<file path="src/rtl/pirq_pkg.sv">
// Package: shared constants for the port interrupt/control register block.
// Assumes a word-addressed bus with a 4-bit address.
package pirq_pkg;
    localparam int ADDR_W      = 4;
    localparam int DATA_W      = 32;
    localparam int EVT_W       = 12;
    localparam int RAW_LSB     = 16;
    localparam int NUM_CNT     = 3;
    localparam int CNT_W       = 16;
    localparam int CTRL_W      = 16;
    localparam int EV_THR_BASE = 8;
    localparam int WOC_BIT     = 3;
    localparam int READY_BIT   = 31;
    localparam int STEER_LSB   = 30;

    localparam logic [ADDR_W-1:0] A_CTRL_SET = 4'd0;
    localparam logic [ADDR_W-1:0] A_CTRL_CLR = 4'd1;
    localparam logic [ADDR_W-1:0] A_IRQ_STAT = 4'd2;
    localparam logic [ADDR_W-1:0] A_EN_SET   = 4'd3;
    localparam logic [ADDR_W-1:0] A_EN_CLR   = 4'd4;
    localparam int                A_CNT_BASE = 5;   // counter k at 5+2k, threshold at 6+2k
endpackage

</file>
<file path="src/rtl/pirq_ctrl_reg.sv">
// Module: control register with set and clear write ports.
// Assumes set_we and clr_we are never both high (they come from distinct addresses).
module pirq_ctrl_reg #(
    parameter int W = 16
) (
    input  logic         clk,
    input  logic         rst_n,
    input  logic         set_we,
    input  logic         clr_we,
    input  logic [W-1:0] wdata,
    output logic [W-1:0] ctrl_o
);
    // Purpose: OR in ones on a set write, mask out ones on a clear write.
    always_ff @(posedge clk) begin
        if (!rst_n)      ctrl_o <= '0;
        else if (set_we) ctrl_o <= ctrl_o | wdata;
        else if (clr_we) ctrl_o <= ctrl_o & ~wdata;
    end
endmodule

</file>
<file path="src/rtl/pirq_err_counter.sv">
// Module: saturating link error counter with a programmable threshold.
// Assumes: a software load has priority over a counted pulse. hit_o is combinational
// and is high in the cycle whose step lands on a non-zero threshold.
module pirq_err_counter #(
    parameter int W = 16
) (
    input  logic         clk,
    input  logic         rst_n,
    input  logic         err_i,
    input  logic         cnt_we,
    input  logic         thr_we,
    input  logic [W-1:0] wdata,
    output logic [W-1:0] cnt_o,
    output logic [W-1:0] thr_o,
    output logic         hit_o
);
    localparam logic [W-1:0] MAXV = '1;

    logic         step;
    logic [W-1:0] cnt_inc;

    // Purpose: decide whether this cycle advances the count and whether that lands on the threshold.
    always_comb begin
        step    = err_i && !cnt_we && (cnt_o != MAXV);
        cnt_inc = cnt_o + 1'b1;
        hit_o   = step && (thr_o != '0) && (cnt_inc == thr_o);
    end

    // Purpose: hold the count; a software load wins over a counted pulse.
    always_ff @(posedge clk) begin
        if (!rst_n)      cnt_o <= '0;
        else if (cnt_we) cnt_o <= wdata;
        else if (step)   cnt_o <= cnt_inc;
    end

    // Purpose: hold the threshold written by software.
    always_ff @(posedge clk) begin
        if (!rst_n)      thr_o <= '0;
        else if (thr_we) thr_o <= wdata;
    end
endmodule

</file>
<file path="src/rtl/pirq_status.sv">
// Module: raw event latch, enable mask and steering field.
// Assumes the caller has already chosen the clear mask for the current clear mode.
// New events take priority over a clear in the same cycle.
module pirq_status #(
    parameter int N = 12
) (
    input  logic         clk,
    input  logic         rst_n,
    input  logic [N-1:0] evt_i,
    input  logic [N-1:0] clr_mask,
    input  logic         en_set_we,
    input  logic         en_clr_we,
    input  logic [N-1:0] en_wdata,
    input  logic [1:0]   steer_wdata,
    output logic [N-1:0] raw_o,
    output logic [N-1:0] en_o,
    output logic [1:0]   steer_o
);
    // Purpose: latch events; apply the clear mask but never drop an arriving event.
    always_ff @(posedge clk) begin
        if (!rst_n) raw_o <= '0;
        else        raw_o <= (raw_o & ~clr_mask) | evt_i;
    end

    // Purpose: update enables and steering on either enable write.
    always_ff @(posedge clk) begin
        if (!rst_n) begin
            en_o    <= '0;
            steer_o <= '0;
        end else if (en_set_we) begin
            en_o    <= en_o | en_wdata;
            steer_o <= steer_wdata;
        end else if (en_clr_we) begin
            en_o    <= en_o & ~en_wdata;
            steer_o <= steer_wdata;
        end
    end
endmodule

</file>
<file path="src/rtl/port_irq_regs.sv">
// Module: per-port control, interrupt and link error register block (top).
// Assumes single-cycle bus accesses and combinational read data. rd_en marks a real read,
// which matters for read-to-clear mode.
module port_irq_regs
    import pirq_pkg::*;
(
    input  logic              clk,
    input  logic              rst_n,
    input  logic              wr_en,
    input  logic              rd_en,
    input  logic [ADDR_W-1:0] addr,
    input  logic [DATA_W-1:0] wdata,
    output logic [DATA_W-1:0] rdata,
    input  logic [EVT_W-1:0]  evt_i,
    input  logic [NUM_CNT-1:0] link_err_i,
    input  logic              port_ready_i,
    output logic              irq_o,
    output logic [1:0]        steer_o,
    output logic              port_rst_o,
    output logic              dev_rst_o,
    output logic              port_init_o
);
    logic [CTRL_W-1:0]  ctrl_q;
    logic [EVT_W-1:0]   raw_q, en_q, masked, clr_mask, evt_all, hit_vec;
    logic [CNT_W-1:0]   cnt_q [NUM_CNT];
    logic [CNT_W-1:0]   thr_q [NUM_CNT];
    logic [NUM_CNT-1:0] hit;
    logic               stat_wr, stat_rd, woc;

    pirq_ctrl_reg #(.W(CTRL_W)) u_ctrl (
        .clk(clk), .rst_n(rst_n),
        .set_we(wr_en && addr == A_CTRL_SET),
        .clr_we(wr_en && addr == A_CTRL_CLR),
        .wdata(wdata[CTRL_W-1:0]),
        .ctrl_o(ctrl_q)
    );

    // Three counters; counter k sits at A_CNT_BASE+2k, its threshold one word above.
    for (genvar k = 0; k < NUM_CNT; k++) begin : g_cnt
        pirq_err_counter #(.W(CNT_W)) u_cnt (
            .clk(clk), .rst_n(rst_n),
            .err_i(link_err_i[k]),
            .cnt_we(wr_en && addr == ADDR_W'(A_CNT_BASE + 2*k)),
            .thr_we(wr_en && addr == ADDR_W'(A_CNT_BASE + 2*k + 1)),
            .wdata(wdata[CNT_W-1:0]),
            .cnt_o(cnt_q[k]),
            .thr_o(thr_q[k]),
            .hit_o(hit[k])
        );
    end

    // Purpose: merge the counter threshold hits into the event vector and pick the clear mask.
    always_comb begin
        woc      = ctrl_q[WOC_BIT];
        stat_wr  = wr_en && addr == A_IRQ_STAT;
        stat_rd  = rd_en && addr == A_IRQ_STAT;
        hit_vec  = EVT_W'(hit) << EV_THR_BASE;
        evt_all  = evt_i | hit_vec;
        if (woc) clr_mask = stat_wr ? (wdata[EVT_W-1:0] | wdata[RAW_LSB +: EVT_W]) : '0;
        else     clr_mask = stat_rd ? '1 : '0;
    end

    pirq_status #(.N(EVT_W)) u_stat (
        .clk(clk), .rst_n(rst_n),
        .evt_i(evt_all),
        .clr_mask(clr_mask),
        .en_set_we(wr_en && addr == A_EN_SET),
        .en_clr_we(wr_en && addr == A_EN_CLR),
        .en_wdata(wdata[EVT_W-1:0]),
        .steer_wdata(wdata[STEER_LSB +: 2]),
        .raw_o(raw_q),
        .en_o(en_q),
        .steer_o(steer_o)
    );

    // Purpose: gate the status and drive the interrupt and the control outputs.
    always_comb begin
        masked      = raw_q & en_q;
        irq_o       = |masked;
        port_rst_o  = ctrl_q[0];
        dev_rst_o   = ctrl_q[1];
        port_init_o = ctrl_q[2];
    end

    // Purpose: read mux.
    always_comb begin
        rdata = '0;
        case (addr)
            A_CTRL_SET: begin
                rdata[CTRL_W-1:0] = ctrl_q;
                rdata[READY_BIT]  = port_ready_i;
            end
            A_IRQ_STAT: begin
                rdata[EVT_W-1:0]         = masked;
                rdata[RAW_LSB +: EVT_W]  = raw_q;
            end
            A_EN_SET: begin
                rdata[EVT_W-1:0]         = en_q;
                rdata[STEER_LSB +: 2]    = steer_o;
            end
            default: begin
                for (int k = 0; k < NUM_CNT; k++) begin
                    if (addr == ADDR_W'(A_CNT_BASE + 2*k))     rdata[CNT_W-1:0] = cnt_q[k];
                    if (addr == ADDR_W'(A_CNT_BASE + 2*k + 1)) rdata[CNT_W-1:0] = thr_q[k];
                end
            end
        endcase
    end
endmodule

</file>
<file path="config.mk">
export PLATFORM = sky130hd
export DESIGN_NAME = port_irq_regs
export DESIGN_NICKNAME = d
export VERILOG_FILES = /design/src/rtl/pirq_pkg.sv /design/src/rtl/pirq_ctrl_reg.sv /design/src/rtl/pirq_err_counter.sv /design/src/rtl/pirq_status.sv /design/src/rtl/port_irq_regs.sv
export SDC_FILE = /design/constraint.sdc
export NUM_CORES = 1
export LEC_CHECK = 0
export BUFFER_PORTS_ARGS = -buffer_cell sky130_fd_sc_hd__buf_2
export CELL_PAD_IN_SITES_DETAIL_PLACEMENT = 0
export CELL_PAD_IN_SITES_GLOBAL_PLACEMENT = 1
export CORE_MARGIN = 4
export CORE_UTILIZATION = 30
export DETAILED_ROUTE_END_ITERATION = 7
export GPL_TIMING_DRIVEN = 0
export PLACE_DENSITY_LB_ADDON = 0.1
export SYNTH_ARGS = -nofsm -noshare
export SYNTH_HDL_FRONTEND = slang
export SYNTH_SLANG_ARGS = --single-unit
export TNS_END_PERCENT = 100
</file>
<file path="constraint.sdc">
create_clock -name clk -period 3.85 [get_ports clk]
set_input_delay 0.385 -clock clk [delete_from_list [all_inputs] [get_ports clk]]
set_output_delay 0.385 -clock clk [all_outputs]
set_load 0.02 [all_outputs]
</file>
=== Word level (Yosys, flattened, before mapping) ===
Cells that the tools add are included.

* Flip-flop bits (word level): 138
* Latch bits: 0
* Bits in writable memories: 0
* Bits in read-only memories: 0
* Input bits: 56
* Output and inout port bits: 38
* Logic and storage cells: 105
* Memories: 0

* Add/sub/neg operators: 3
* Multipliers: 0
* Divide/modulo/power cells: 0
* Order comparisons: 0
* Equality and inequality tests: 16
* Shift-type cells: 0
* Mux-type cells: 26
* Bitwise operators: 12
* Reduce and logical (&&, ||, !) cells: 38

{| class="wikitable"
|+ Operator list
! operator !! number
|-
| 16-bit 2-to-1 mux || 14
|-
| 12-bit 2-to-1 mux || 6
|-
| 16-bit by 1-bit adder with 16-bit output (second input constant) || 3
|-
| 16-bit equality test || 3
|-
| 16-bit != test (second input constant) || 3
|-
| 16-bit nonzero test || 3
|-
| 12-bit AND || 3
|-
| 12-bit OR || 3
|-
| 12-bit case mux with 3 select lines || 1
|-
| 1-bit logical AND || 24
|-
| 12-bit inverter || 2
|-
| 16-bit AND || 1
|-
| 4-bit by 3-bit equality test with 1-bit output (second input constant) || 4
|-
| 16-bit inverter || 1
|-
| 16-bit OR || 1
|-
| 4-bit equality test (second input constant) || 3
|-
| 12-bit by 11-bit OR with 12-bit output || 1
|-
| 12-bit OR reduction || 1
|-
| 2-bit nonzero test || 5
|-
| 4-bit by 2-bit equality test with 1-bit output (second input constant) || 2
|-
| 4-bit case mux with 2 select lines || 1
|-
| 4-bit by 1-bit equality test with 1-bit output (second input constant) || 1
|-
| 4-bit zero test || 1
|-
| 2-bit 2-to-1 mux || 2
|-
| 4 further kinds || 6
|}

=== Longest topological paths before layout ===
* Depth in word-level cells: 9
* Depth in mapped cells: 9
* Mapped depth without buffers: 7

=== Hierarchy ===
A second synthesis with hierarchy kept.

* Cells, all modules: 1,157
* Area total of the unflattened synthesis: 9,606.7 um^2

{| class="wikitable"
|+ Modules (own cells, without submodules)
! module !! instances !! cells an instance !! area an instance (um^2) !! seq. area each (um^2)
|-
| pirq_err_counter || 3 || 242 || 2,067.0 || 640.6
|-
| port_irq_regs || 1 || 262 || 1,681.6 || 0.0
|-
| pirq_status || 1 || 99 || 1,026.0 || 520.5
|-
| pirq_ctrl_reg || 1 || 70 || 698.2 || 320.3
|}

=== Worst setup path before layout ===
Ideal clock, no wire load.

* Path type: input to output
* From: input addr[1]
* To: output rdata[10]
* Arrival time: 2,163 ps
* Data required time: 3,465 ps
* Path slack: 1,302 ps
* Stages on the path: 7
* Buffers on the path: 3
* Path through: clkbuf_1 > or2_2 > clkbuf_1 > nor2_1 > clkbuf_1 > a221oi_1 > a22oi_1

* Word-level cells in the longest chain between the ends: 8
* Elaborated cells on any way between the ends: 16
* Those cells by class: 8 x eq/ne; 7 x mux; 1 x reduce/logical

{| class="wikitable"
|+ RTL lines
! item !! line !! RTL
|-
| start: declaration || port_irq_regs.sv:11 || <nowiki>input logic [ADDR_W-1:0] addr,</nowiki>
|-
| 4-bit by 3-bit equality test with 1-bit output || port_irq_regs.sv:103 || <nowiki>if (addr == ADDR_W'(A_CNT_BASE + 2*k)) rdata[CNT_W-1:0] = cnt_q[k];</nowiki>
|-
| 16-bit 2-to-1 mux || port_irq_regs.sv:103 ||
|-
| 16-bit 2-to-1 mux || port_irq_regs.sv:104 || <nowiki>if (addr == ADDR_W'(A_CNT_BASE + 2*k + 1)) rdata[CNT_W-1:0] = thr_q[k];</nowiki>
|-
| 16-bit 2-to-1 mux || port_irq_regs.sv:103 ||
|-
| 16-bit 2-to-1 mux || port_irq_regs.sv:104 ||
|-
| 16-bit 2-to-1 mux || port_irq_regs.sv:103 ||
|-
| 16-bit 2-to-1 mux || port_irq_regs.sv:104 ||
|-
| 12-bit case mux with 3 select lines (*) || port_irq_regs.sv:88 || <nowiki>case (addr)</nowiki>
|-
| end: declaration || port_irq_regs.sv:13 || <nowiki>output logic [DATA_W-1:0] rdata,</nowiki>
|}

Mark *: on every way between the ends. The rest lies on a longest branch, timed or not.

=== Final worst setup path ===
* From: input addr[1]
* To: output rdata[7]

Same word-level chain as after synthesis.

==> key figures <==
Run status
  • Status: finished clean

Drt
  • WL/cell: 25.0 µm
  • Drt initial violations: 925
  • Post-route ant nets: 0
  • DR pass1 iterations: 6
  • Via Count: 9,244
  • Drt drc: 0
  • Final wirelength: 40,600 µm
  • Vias per cell: 5.69

Final layout
  • Share of cells above drive strength 1: 12.4%
  • Final Instance Area: 9920 µm²
  • Storage element area: 2760 µm²
  • Area of the multi-input gates: 5230 µm²
  • Area Growth Syn to Fin: 17.5%
  • N_diodes: 0
  • Cell Count, Final, Fillers Out: 1,624
  • Nets: 1,292
  • Fillers: 3,108

Clock tree
  • Root buf cell: clkbuf_16
  • CTS Buffer Depth: 2
  • Clock Pin Slew Worst Setup and Hold Paths: 0.08 ns
  • Post-CTS Hold Buffers: 0
  • H-tree levels: 4
  • Post-CTS setup buffer count: 0
  • PostCTS Resize Cnt: 0
  • CTS sink cnt: 138
  • CTS Buf Count: 17
  • Worst-Skew Late Latency: 0.44 ns
  • CTS tree: built

Timing
  • Fin. max-slew vios: 0
  • Worst hold slack: 0.145 ns
  • Tcrit/Tclk final: 90.1%
  • FMAX: 288 MHz
  • Final min period: 3.47 ns
  • RSZ-0062 raised after global routing: no
  • Setup-failing EPs final: 0
  • Setup Total Neg Slack: 0 ns
  • Worst Tran Pin Value: 1.19 ns
  • Slew HR: 20.8%
  • Fin worst setup slack: 0.380 ns
  • Clock Skew: 0.0122 ns
  • Fin. Hold Viols: 0

Placement
  • Setup WS pre-CTS: 0.441 ns
  • DP Cell Count: 1,592
  • DP Wirelength: 30,100 µm
  • Area after DPL: 9350 µm²
  • Routability cong.: 0.945
  • I/O Buffers: 85

Worst setup path
  • Worst EP arrival: 3.09 ns
  • CP dominant cell by count: clkbuf_1
  • Crit-path cells: buf_2 -> clkbuf_1 -> nand2b_1 -> clkbuf_1 -> nor2_1 -> clkbuf_1 -> a221oi_1 -> a22oi_1 -> buf_2
  • WS Path Type: in -> out
  • CP max-delay cell: nor2_1
  • CP Capture Type: primary output
  • Crit Path Max Fanout: 10
  • R2R Setup Slk: 0.66 ns
  • Worst EP required: 3.46 ns
  • Crit path launch type: input port
  • Cell count of the worst reg-to-reg path: 7
  • Crit-path max cell delay: 0.51 ns

GRT
  • Vias in the first global route: 8,914
  • GRT overflow: 0
  • Largest net degree at the start of global routing: 17
  • Gr usage total: 25.9%
  • Initial antenna violation count: 0
  • Global-route wire length before repair: 59,800 µm

Die
  • Core area: 27,800 µm²
  • IO Count: 94
  • Rows: 61
  • Die ar.: 30,900 µm²
  • Initial Util: 30.4%
  • Die Height: 176 µm
  • Die W: 176 µm

Synth
  • Count leader, synth: nand2_1
  • Ys async rst share: 0%
  • Post-Syn Area: 8440 µm²
  • Mapped Cells: 1,128
  • Post-synth EDFFs: 0
  • Largest cells by area after synthesis: dfxtp_1 33%, nand2_1 7.1%, a21oi_1 6.0%, xnor2_1 5.9%, o21ai_0 5.5%
  • Yosys warns: 0
  • Synth Flop Type: dfxtp_1
  • Syn Area/Cell: 7.49 µm²
  • Post-synth top cells: 160 x nand2_1, 138 x dfxtp_1, 102 x a21oi_1
  • Leading area contributor after synthesis: dfxtp_1
  • Share of the synthesized area in the top cell type: 32.7%
  • Yosys reg bits: 138
  • Seq/Total Area, Yosys: 32.7%
  • Unique masters post-synth: 68

Hold path
  • Hold Path Class: in -> reg
  • Hold Path Depth: 3

Power and ir drop
  • Pleak: 3.47 nW
  • Total power density per cell area: 368 nW/µm²
  • Maximum vdd drop: 251 µV

Job
  • Max-Cap Viols: 0
## per-layer routing
layer  routed length [µm]  vias to the layer above  GRT usage [%]
met5                    0                        -              0
met4                 1040                        0           7.67
met3                 2620                       61           3.98
met2                18400                      381           41.0
met1                18600                     4479           36.5
li1                     -                     4323              -
## worst max-delay path, delay by kind of cell
kind | cells | cell delay (ns)
AO/OA/AOI/OAI | 2 | 0.53
AND/OR/NAND/NOR | 2 | 0.72
buffers and inverters | 5 | 1.44
## worst paths after layout
path / from / to
max: addr[1] / rdata[7]
min: evt_i[0] / u_stat.raw_o[0]
max reg2reg: g_cnt[2].u_cnt.cnt_o[3] / u_stat.raw_o[10]
min reg2reg: flip-flop / flip-flop
## layout by cell type (no fill, tap or decap), types with 29 or more instances in the layout
cell,count
o21ai_0,93
dfxtp_1,138
a21oi_1,102
nor2_1,89
nand2_1,160
a22oi_1,35
xor2_1,32
clkbuf_1,90
nand3_1,32
xnor2_1,57
nor3_1,29
buf_2,93
## kinds of logic (layout without fill, tap and decap cells)
logic type / count (synthesis) / in the layout / synth area share (%)
flops: 138 / 138 / 32.7
other cells: 1 / 2 / 0.0444
mux: 14 / 14 / 1.73
buf+inv: 115 / 232 / 5.35
compound gates: 348 / 348 / 26.5
xor+xnor: 89 / 89 / 9.23
simple gates: 420 / 420 / 23.9
fa+ha+maj: 3 / 3 / 0.445
## final cells by class
cell class | instances | area share (%)
clock buffers | 17 | 4.29
plain buffers | 102 | 4.06
flip-flops and latches | 138 | 27.9
clock inverters | 15 | 1.48
repair buffers | 85 | 4.29
multi-input cells | 876 | 52.8
well taps | 378 | 4.77
inverters | 13 | 0.492
## power breakdown
part | internal (mW) | switching (mW)
clock | 0.865 | 0.803
combinational | 0.145 | 0.316
sequential | 1.47 | 0.0588
total | 2.47 | 1.18
## metrics by stage
stage	util, %	power (mW)
floorplan	-	1.80
global route	35.7	3.76
global placement	33.6	2.01
CTS	35.7	3.67
detailed placement	33.6	2.01
finish	35.7	3.65
Note: power is estimated with default switching activity, not from simulation.
